==> config.mk <==
export PLATFORM = sky130hd
export DESIGN_NAME = bank_decoder
export DESIGN_NICKNAME = d
export VERILOG_FILES = /design/src/rtl/bank_pkg.sv /design/src/rtl/region_decode.sv /design/src/rtl/c8_latch.sv /design/src/rtl/target_select.sv /design/src/rtl/bank_decoder.sv
export SDC_FILE = /design/constraint.sdc
export NUM_CORES = 1
export LEC_CHECK = 0
export BUFFER_PORTS_ARGS = -buffer_cell sky130_fd_sc_hd__clkbuf_2
export CORE_MARGIN = 3
export CORE_UTILIZATION = 32
export CTS_BUF_LIST = sky130_fd_sc_hd__clkbuf_4 sky130_fd_sc_hd__clkbuf_8
export CTS_CLUSTER_DIAMETER = 60
export DETAILED_ROUTE_END_ITERATION = 16
export PLACE_DENSITY = 0.78
export SYNTH_ARGS = -nofsm -noshare
export SYNTH_HDL_FRONTEND = slang
export SYNTH_SLANG_ARGS = --single-unit
export TNS_END_PERCENT = 30
==> constraint.sdc <==
create_clock -name clk_i -period 2.1 [get_ports clk_i]
set_input_delay 0.42 -clock clk_i [delete_from_list [all_inputs] [get_ports clk_i]]
set_output_delay 0.42 -clock clk_i [all_outputs]
set_load 0.02 [all_outputs]
==> src/rtl/bank_pkg.sv <==
package bank_pkg;
  localparam int ADDR_W = 16;
  localparam int PAGE_W = 8;
  localparam int TGT_N  = 5;

  typedef enum logic [2:0] {
    T_BASE = 3'd0,
    T_AUX  = 3'd1,
    T_ROM  = 3'd2,
    T_IO   = 3'd3,
    T_CARD = 3'd4
  } tgt_e;

  typedef enum logic [2:0] {
    RG_ZP,
    RG_MAIN,
    RG_IO,
    RG_CX,
    RG_C3,
    RG_C8,
    RG_LC_BANK,
    RG_LC_HIGH
  } region_e;
endpackage

==> src/rtl/region_decode.sv <==
module region_decode
  import bank_pkg::*;
#(
  parameter int AW = ADDR_W,
  parameter int PW = PAGE_W
) (
  input  logic [AW-1:0] addr_i,
  output region_e       region_o,
  output logic          c3_hit_o,
  output logic          cfff_hit_o
);
  logic [PW-1:0] page;
  assign page       = addr_i[AW-1 -: PW];
  assign c3_hit_o   = (page == PW'(8'hC3));
  assign cfff_hit_o = (addr_i == AW'(16'hCFFF));

  always_comb begin
    if (page < PW'(8'h02))      region_o = RG_ZP;
    else if (page < PW'(8'hC0)) region_o = RG_MAIN;
    else if (page == PW'(8'hC0)) region_o = RG_IO;
    else if (c3_hit_o)          region_o = RG_C3;
    else if (page < PW'(8'hC8)) region_o = RG_CX;
    else if (page < PW'(8'hD0)) region_o = RG_C8;
    else if (page < PW'(8'hE0)) region_o = RG_LC_BANK;
    else                        region_o = RG_LC_HIGH;
  end
endmodule

==> src/rtl/c8_latch.sv <==
module c8_latch (
  input  logic clk_i,
  input  logic rst_ni,
  input  logic valid_i,
  input  logic set_i,
  input  logic clr_i,
  output logic q_o
);
  always_ff @(posedge clk_i or negedge rst_ni) begin
    if (!rst_ni)                q_o <= 1'b0;
    else if (valid_i && clr_i)  q_o <= 1'b0;  // clear has priority
    else if (valid_i && set_i)  q_o <= 1'b1;
  end

  p_clear_r9: assert property (@(posedge clk_i) disable iff (!rst_ni)
    valid_i && clr_i |=> !q_o);
  p_set_r8: assert property (@(posedge clk_i) disable iff (!rst_ni)
    valid_i && set_i && !clr_i |=> q_o);
  p_hold_r8: assert property (@(posedge clk_i) disable iff (!rst_ni)
    !valid_i |=> $stable(q_o));
endmodule

==> src/rtl/target_select.sv <==
module target_select
  import bank_pkg::*;
#(
  parameter int NT = TGT_N
) (
  input  region_e       region_i,
  input  logic          valid_i,
  input  logic          we_i,
  input  logic          zp_aux_i,
  input  logic          rd_aux_i,
  input  logic          wr_aux_i,
  input  logic          cx_int_i,
  input  logic          c3_slot_i,
  input  logic          c8_own_i,
  input  logic          lc_rd_ram_i,
  input  logic          lc_wr_en_i,
  output logic [NT-1:0] sel_o
);
  tgt_e tgt;
  logic lc_ram;
  tgt_e zp_ram;

  assign lc_ram = we_i ? lc_wr_en_i : lc_rd_ram_i;
  assign zp_ram = zp_aux_i ? T_AUX : T_BASE;

  always_comb begin
    unique case (region_i)
      RG_ZP:      tgt = zp_ram;
      RG_MAIN:    tgt = (we_i ? wr_aux_i : rd_aux_i) ? T_AUX : T_BASE;
      RG_IO:      tgt = T_IO;
      RG_CX:      tgt = cx_int_i ? T_ROM : T_CARD;
      RG_C3:      tgt = (cx_int_i || !c3_slot_i) ? T_ROM : T_CARD;
      RG_C8:      tgt = (cx_int_i || c8_own_i) ? T_ROM : T_CARD;
      RG_LC_BANK,
      RG_LC_HIGH: tgt = lc_ram ? zp_ram : T_ROM;
      default:    tgt = T_BASE;
    endcase
  end

  for (genvar g = 0; g < NT; g++) begin : g_sel
    assign sel_o[g] = valid_i && (tgt == tgt_e'(3'(g)));
  end
endmodule

==> src/rtl/bank_decoder.sv <==
module bank_decoder
  import bank_pkg::*;
#(
  parameter int          AW     = ADDR_W,
  parameter int          NT     = TGT_N,
  parameter logic [15:0] LC_OFS = 16'h1000
) (
  input  logic          clk_i,
  input  logic          rst_ni,
  input  logic [AW-1:0] addr_i,
  input  logic          we_i,
  input  logic          valid_i,
  input  logic          zp_aux_i,
  input  logic          rd_aux_i,
  input  logic          wr_aux_i,
  input  logic          cx_int_i,
  input  logic          c3_slot_i,
  input  logic          lc_rd_ram_i,
  input  logic          lc_wr_en_i,
  input  logic          lc_bank1_i,
  output logic [NT-1:0] sel_o,
  output logic [AW-1:0] ram_addr_o
);
  region_e region;
  logic    c3_hit, cfff_hit, c8_own;

  region_decode #(.AW(AW), .PW(PAGE_W)) u_region (
    .addr_i    (addr_i),
    .region_o  (region),
    .c3_hit_o  (c3_hit),
    .cfff_hit_o(cfff_hit)
  );

  c8_latch u_c8 (
    .clk_i  (clk_i),
    .rst_ni (rst_ni),
    .valid_i(valid_i),
    .set_i  (c3_hit && !c3_slot_i),
    .clr_i  (cfff_hit),
    .q_o    (c8_own)
  );

  target_select #(.NT(NT)) u_sel (
    .region_i   (region),
    .valid_i    (valid_i),
    .we_i       (we_i),
    .zp_aux_i   (zp_aux_i),
    .rd_aux_i   (rd_aux_i),
    .wr_aux_i   (wr_aux_i),
    .cx_int_i   (cx_int_i),
    .c3_slot_i  (c3_slot_i),
    .c8_own_i   (c8_own),
    .lc_rd_ram_i(lc_rd_ram_i),
    .lc_wr_en_i (lc_wr_en_i),
    .sel_o      (sel_o)
  );

  // alternate bank lives one 4 KiB step below the window
  assign ram_addr_o = (region == RG_LC_BANK && lc_bank1_i) ? addr_i - AW'(LC_OFS) : addr_i;

  p_one_target_r13: assert property (@(posedge clk_i) disable iff (!rst_ni)
    valid_i |-> $countones(sel_o) == 1);
  p_idle_r13: assert property (@(posedge clk_i) disable iff (!rst_ni)
    !valid_i |-> sel_o == '0);
  p_io_r4: assert property (@(posedge clk_i) disable iff (!rst_ni)
    valid_i && addr_i[AW-1 -: PAGE_W] == PAGE_W'(8'hC0) |-> sel_o[T_IO]);
  p_zp_r1: assert property (@(posedge clk_i) disable iff (!rst_ni)
    valid_i && addr_i < AW'(16'h0200) |-> sel_o[zp_aux_i ? T_AUX : T_BASE]);
endmodule

==> impl_metrics.csv, run 1 <==
group,metric,value,unit
timing,worst_slack,-230.8,ps
timing,hold_violations,0,
timing,worstMarginPinSlew,260.2,ps
power,vdd_drop_max,120.9,uV
die,io_pins,49,
worst_setup_path,cp.required,1680,ps
final_layout,regMostFlops,"u_c8.q_o",
synthesis,synth_seq_cells,1,
die,die_h,44.95,um
synthesis,muxShareOfSynthArea,4.381,%
die,coreArea,1366,um^2
final_layout,antenna_cells,0,
clock_tree,ctsHoldBuffers,0,
detailed_routing,drc,0,
clock_tree,clkTransAtPathRegs,0,ps
detailed_routing,dr.pass1.iters,4,
synthesis,syn-num-nets,97,
timing,fmax,429.0,MHz
min_path,hold_path_class,"in -> async",
die,dieWidth,44.95,um
timing,rsz0062_at_grt,"yes",
final_layout,drive_gt1_share,65.00,%
status,violations,"negative setup slack",
final_layout,nets,151,
timing,finalMaxSlewViolations,0,
worst_setup_path,cp-end-kind,"output port",
global_routing,grt_max_degree,8,
worst_setup_path,cp_max_fo,3,
die,die_area,2021,um^2
placement,dp_worst_setup_slack,-262.2,ps
final_layout,area_growth,76.29,%
power,p_per_area,218.0,nW/um^2
worst_setup_path,start_kind,"input pin",
synthesis,synth_compound_area_share,22.16,%
detailed_routing,final_antenna_net_count,0,
timing,timing.final.crit_period,2331,ps
synthesis,syn_avg_cell_area,7.139,um^2
timing,tns,-733.4,ps
synthesis,netlist_area,485.5,um^2
global_routing,grt_usage,16.52,%
status,status,"finished with violations",
global_routing,antenna_found_initial,0,
detailed_routing,wirelength,1622,um
detailed_routing,vias_per_cell,5.074,
timing,relSlewSlack,82.38,%
placement,dp_hpwl,1471,um
final_layout,design_area,855.8,um^2
synthesis,yosysUniqueCellTypes,34,
synthesis,synth_xor_area_share,1.804,%
timing,setup_viol,5,
global_routing,grt_pass1_wl,2670,um
flow_run,maxCapViolCount,0,
worst_setup_path,worstSetupPathType,"in -> out",
final_layout,largest_reg_flops,1,
power,p_leak,0.4706,nW
clock_tree,worstSkewPairLatency,0,ps
placement,gp_congestion,0.8502,
detailed_routing,drt_iter0_drc,12,
synthesis,synth-simple-area-share,40.72,%
die,rows,13,
timing,finClkSkew,0,ps
synthesis,yosysWarnings,0,
timing,fin_crit_sh,111.0,%
placement,portBuffers,48,
placement,place_area,789.5,um^2
worst_setup_path,crit_arrival,1910,ps
global_routing,globalRouteOverflowTotal,0,
synthesis,synth_adder_area_share,2.577,%
final_layout,top_regs,"u_c8.q_o: 1 flops",
worst_setup_path,reg2reg_slack,1430,ps
detailed_routing,wl_per_cell,12.01,um
synthesis,synthCells,68,
die,initial_core_util,35.53,%
global_routing,grt_pass1_vias,689,
synthesis,synth_top_family_by_area,"simple AND/OR/NAND/NOR gates",
synthesis,synth_seq_area_share,5.155,%
detailed_routing,via_count,685,
==> worst paths after layout <==
| path | start | cells after the start | to |
|---|---|---|---|
| max | addr_i[11] | 6 | sel_o[3] |
| max reg2reg | u_c8.q_o$_DFFE_PN0P_ | 2 | u_c8.q_o$_DFFE_PN0P_ |
| min reg2reg | u_c8.q_o$_DFFE_PN0P_ | 2 | u_c8.q_o$_DFFE_PN0P_ |
| max in group asynchronous | rst_ni | 1 | u_c8.q_o$_DFFE_PN0P_ |
| min in group clk_i | u_c8.q_o$_DFFE_PN0P_ | 2 | u_c8.q_o$_DFFE_PN0P_ |
| min | rst_ni | 1 | u_c8.q_o$_DFFE_PN0P_ |
==> stage by stage <==
stage | util (%) | std cells | total power, W | hold slack (ps)
finish | 62.64 | 135 | 0.0001866 | 195.2
floorplan | - | 68 | 0.0001091 | 124.4
global route | 62.64 | 135 | 0.0002015 | 200.6
global placement | 57.78 | 134 | 0.0001706 | 195.3
CTS | 60.53 | 134 | 0.0001818 | 196.8
detailed placement | 57.78 | 134 | 0.0001750 | 196.8
==> power breakdown <==
part	switching, W	leakage (nW)	internal (W)
sequential	0.000000591	0.0138	0.0000205
clock	0	0	0
combinational	0.0000844	0.457	0.0000810
total	0.0000850	0.471	0.000102
==> worst max-delay path, cell delays in order <==
cell and delay (ps):
buf_6 90, or3_4 380, or3_4 340, a21o_1 210
a221oi_4 270, clkbuf_8 190
==> cell usage after synthesis <==
cell type / number / area (um^2)
nand2_1: 4 / 15.01
clkbuf_1: 2 / 7.510
dfrtp_1: 1 / 25.02
nor2_1: 3 / 11.26
ha_1: 1 / 12.51
a32oi_1: 1 / 8.760
or4b_2: 1 / 10.01
nand3b_1: 3 / 22.52
buf_4: 12 / 90.09
and4_1: 1 / 8.760
o22a_1: 1 / 8.760
and3b_1: 1 / 8.760
and2b_2: 1 / 8.760
a21oi_1: 3 / 15.01
or2b_1: 1 / 7.510
xnor2_1: 1 / 8.760
or3_4: 2 / 22.52
inv_1: 4 / 15.01
mux2i_1: 1 / 10.01
o31a_2: 1 / 10.01
a21o_1: 1 / 7.510
nor3_1: 5 / 25.02
nor2b_1: 1 / 6.260
o2111ai_1: 1 / 8.760
and4b_1: 1 / 10.01
a221oi_2: 1 / 15.01
o21ai_0: 3 / 15.01
nor3b_1: 1 / 7.510
nand4_1: 2 / 12.51
a311o_1: 1 / 10.01
mux2_2: 1 / 11.26
or2_2: 1 / 6.260
nand3_1: 3 / 15.01
o311ai_0: 1 / 8.760
==> layer usage <==
metal	track usage [%]	share of wire (%)	vias to the layer above
li1	-	-	351
met1	19.38	37	301
met2	32.49	55	33
met3	1.195	7.9	0
met4	2.339	0	0
met5	0	0	-
==> cells by family after synthesis <==
logic type                 count (synthesis)
buffers and inverters                     18
DFF                                        1
AOI/OAI and AO/OA                         14
and+or+nand+nor                           31
muxes                                      2
adders and majority gates                  1
xor gates and xnor gates                   1
==> layout by cell type (no fill, tap or decap), types with 3 or more instances in the layout <==
master,instances
clkbuf_2,40
buf_4,20
inv_1,4
nand2_1,4
nor3_1,4
nand3b_1,3
nand3_1,3
nor2_1,3
==> final cells by class <==
cell class,instances,area [um^2]
Inverter,4,15.01
Sequential cell,1,25.02
Multi-Input combinational cell,49,386.6
Fill cell,135,510.5
Timing Repair Buffer,66,410.4
Tap cell,15,18.77
==> what timing repair did <==
action                     in CTS  in global routing
setup endpoints to repair       7                  7
gates resized for setup        10                 10
pin swaps                       1                  1
setup buffers                   0                  1
Power figures use the tool's default switching activity.
==> run 2: changes to the inputs <==
--- a/config.mk
+++ b/config.mk
@@ -6,8 +6,10 @@
 export NUM_CORES = 1
 export LEC_CHECK = 0
 export BUFFER_PORTS_ARGS = -buffer_cell sky130_fd_sc_hd__clkbuf_2
+export CELL_PAD_IN_SITES_DETAIL_PLACEMENT = 1
+export CELL_PAD_IN_SITES_GLOBAL_PLACEMENT = 1
 export CORE_MARGIN = 3
-export CORE_UTILIZATION = 32
+export CORE_UTILIZATION = 20
 export CTS_BUF_LIST = sky130_fd_sc_hd__clkbuf_4 sky130_fd_sc_hd__clkbuf_8
 export CTS_CLUSTER_DIAMETER = 60
 export DETAILED_ROUTE_END_ITERATION = 16
==> impl_metrics.csv, run 2 (synthesis gave the netlist of run 1 again) <==
group,metric,value,unit
status,status,"finished with violations",
status,violations,"negative setup slack",
final_layout,largest_reg_flops,1,
placement,gp_congestion,0.7340,
placement,portBuffers,48,
die,rows,17,
global_routing,grt_usage,12.48,%
final_layout,fill_cells,314,
detailed_routing,drc,0,
global_routing,antenna_found_initial,0,
detailed_routing,via_count,697,
clock_tree,clkTransAtPathRegs,0,ps
worst_setup_path,crit_arrival,1930,ps
worst_setup_path,critPathLaunch,"addr_i[11]",
worst_setup_path,cp_max_fo,3,
placement,dp_worst_setup_slack,-289.0,ps
worst_setup_path,worstSetupPathType,"in -> out",
timing,worst_slack,-246.6,ps
worst_setup_path,start_kind,"input pin",
timing,worstMarginPinSlew,276.7,ps
global_routing,globalRouteOverflowTotal,0,
global_routing,grt_pass1_vias,784,
power,vdd_drop_max,152.3,uV
detailed_routing,final_antenna_net_count,0,
die,dieWidth,55.27,um
final_layout,final_common_cell,"clkbuf_2",
min_path,hold_path_class,"in -> async",
timing,relSlewSlack,81.26,%
timing,rsz0062_at_grt,"yes",
final_layout,nets,148,
worst_setup_path,r2r_cells,2,
detailed_routing,vias_per_cell,4.807,
power,p_leak,0.4571,nW
final_layout,instances_no_fill,145,
detailed_routing,wirelength,1880,um
worst_setup_path,reg2reg_slack,1420,ps
placement,dp.cells,145,
worst_setup_path,reg2reg_to,"u_c8.q_o$_DFFE_PN0P_",
clock_tree,worstSkewPairLatency,0,ps
worst_setup_path,reg2reg_from,"u_c8.q_o$_DFFE_PN0P_",
die,initial_core_util,21.53,%
flow_run,maxCapViolCount,0,
worst_setup_path,cp-end-kind,"output port",
timing,hold_violations,0,
final_layout,drive_gt1_share,67.52,%
detailed_routing,wl_per_cell,12.97,um
power,p_per_area,219.1,nW/um^2
clock_tree,postCtsSetupRepairBufs,0,
timing,finClkSkew,0,ps
global_routing,grt_max_degree,8,
global_routing,grt_pass1_wl,3387,um
die,die_area,3054,um^2
worst_setup_path,cp.required,1680,ps
die,die_h,55.27,um
final_layout,layout_common_cells,"clkbuf_2 (41), buf_4 (15), inv_1 (4)",
final_layout,regMostFlops,"u_c8.q_o",
timing,setup_viol,7,
final_layout,area_growth,84.02,%
timing,finalMaxSlewViolations,0,
timing,fmax,426.1,MHz
timing,timing.final.crit_period,2347,ps
die,coreArea,2255,um^2
timing,fin_crit_sh,111.7,%
worst_setup_path,crit_end,"sel_o[3]",
die,io_pins,49,
detailed_routing,drt_iter0_drc,9,
detailed_routing,dr.pass1.iters,4,
placement,dp_hpwl,1716,um
final_layout,top_regs,"u_c8.q_o: 1 flops",
final_layout,antenna_cells,0,
run 2: power breakdown:
part	internal, W	total [W]	leakage, nW	switching [W]
Clock	0	0	0	0
Combinational	0.0000854	0.000175	0.443	0.0000891
Sequential	0.0000206	0.0000212	0.0138	0.000000688
Total	0.000106	0.000196	0.457	0.0000898
run 2: how the worst min path moves through the flow:
stage | endpoint | slack (ps)
6_report | u_c8.q_o$_DFFE_PN0P_ | 200
5_1_grt | u_c8.q_o$_DFFE_PN0P_ | 200
2_1_floorplan | u_c8.q_o$_DFFE_PN0P_ | 120
3_5_place_dp | u_c8.q_o$_DFFE_PN0P_ | 200
3_3_place_gp | u_c8.q_o$_DFFE_PN0P_ | 200
4_1_cts | u_c8.q_o$_DFFE_PN0P_ | 200
run 2: metrics by stage:
stage	hold slack, ps	utilization (%)	TNS, ps	cell area [um^2]	total power, W
floorplan	124.4	-	-217.5	500.5	0.0001091
global route	200.0	39.62	-1201	893.4	0.0002118
finish	196.3	39.62	-797.5	893.4	0.0001958
detailed placement	197.8	35.07	-1504	790.8	0.0001757
global placement	195.0	35.07	-1142	790.8	0.0001699
CTS	197.8	37.90	-907.9	854.6	0.0001884
run 2: layout make-up:
class / instances / area (um^2) / share of cell area [%]
sequential: 1 / 25.02 / 2.801
timing repair buffer: 63 / 404.1 / 45.24
multi-input combinational: 49 / 414.1 / 46.36
tap: 28 / 35.03 / 3.922
inverter: 4 / 15.01 / 1.681
run 2: layer usage:
layer / GRT usage [%] / up-vias / wire [um]
met5: 0 / - / 0
met4: 0 / 0 / 0
met3: 1.402 / 0 / 120
met2: 25.84 / 28 / 1088
met1: 14.04 / 330 / 671
li1: - / 339 / -
run 2: timing repair:
action                                  CTS  global route
endpoints found under the setup margin    7             7
resized for setup                        17             9
pin swaps                                 3             1
hold buffers                              0             0
run 2: critical path, cell delays in order:
cell	delay, ps
buf_6	90
or3_4	390
or3_4	340
a21o_1	210
a221oi_4	280
clkbuf_8	190
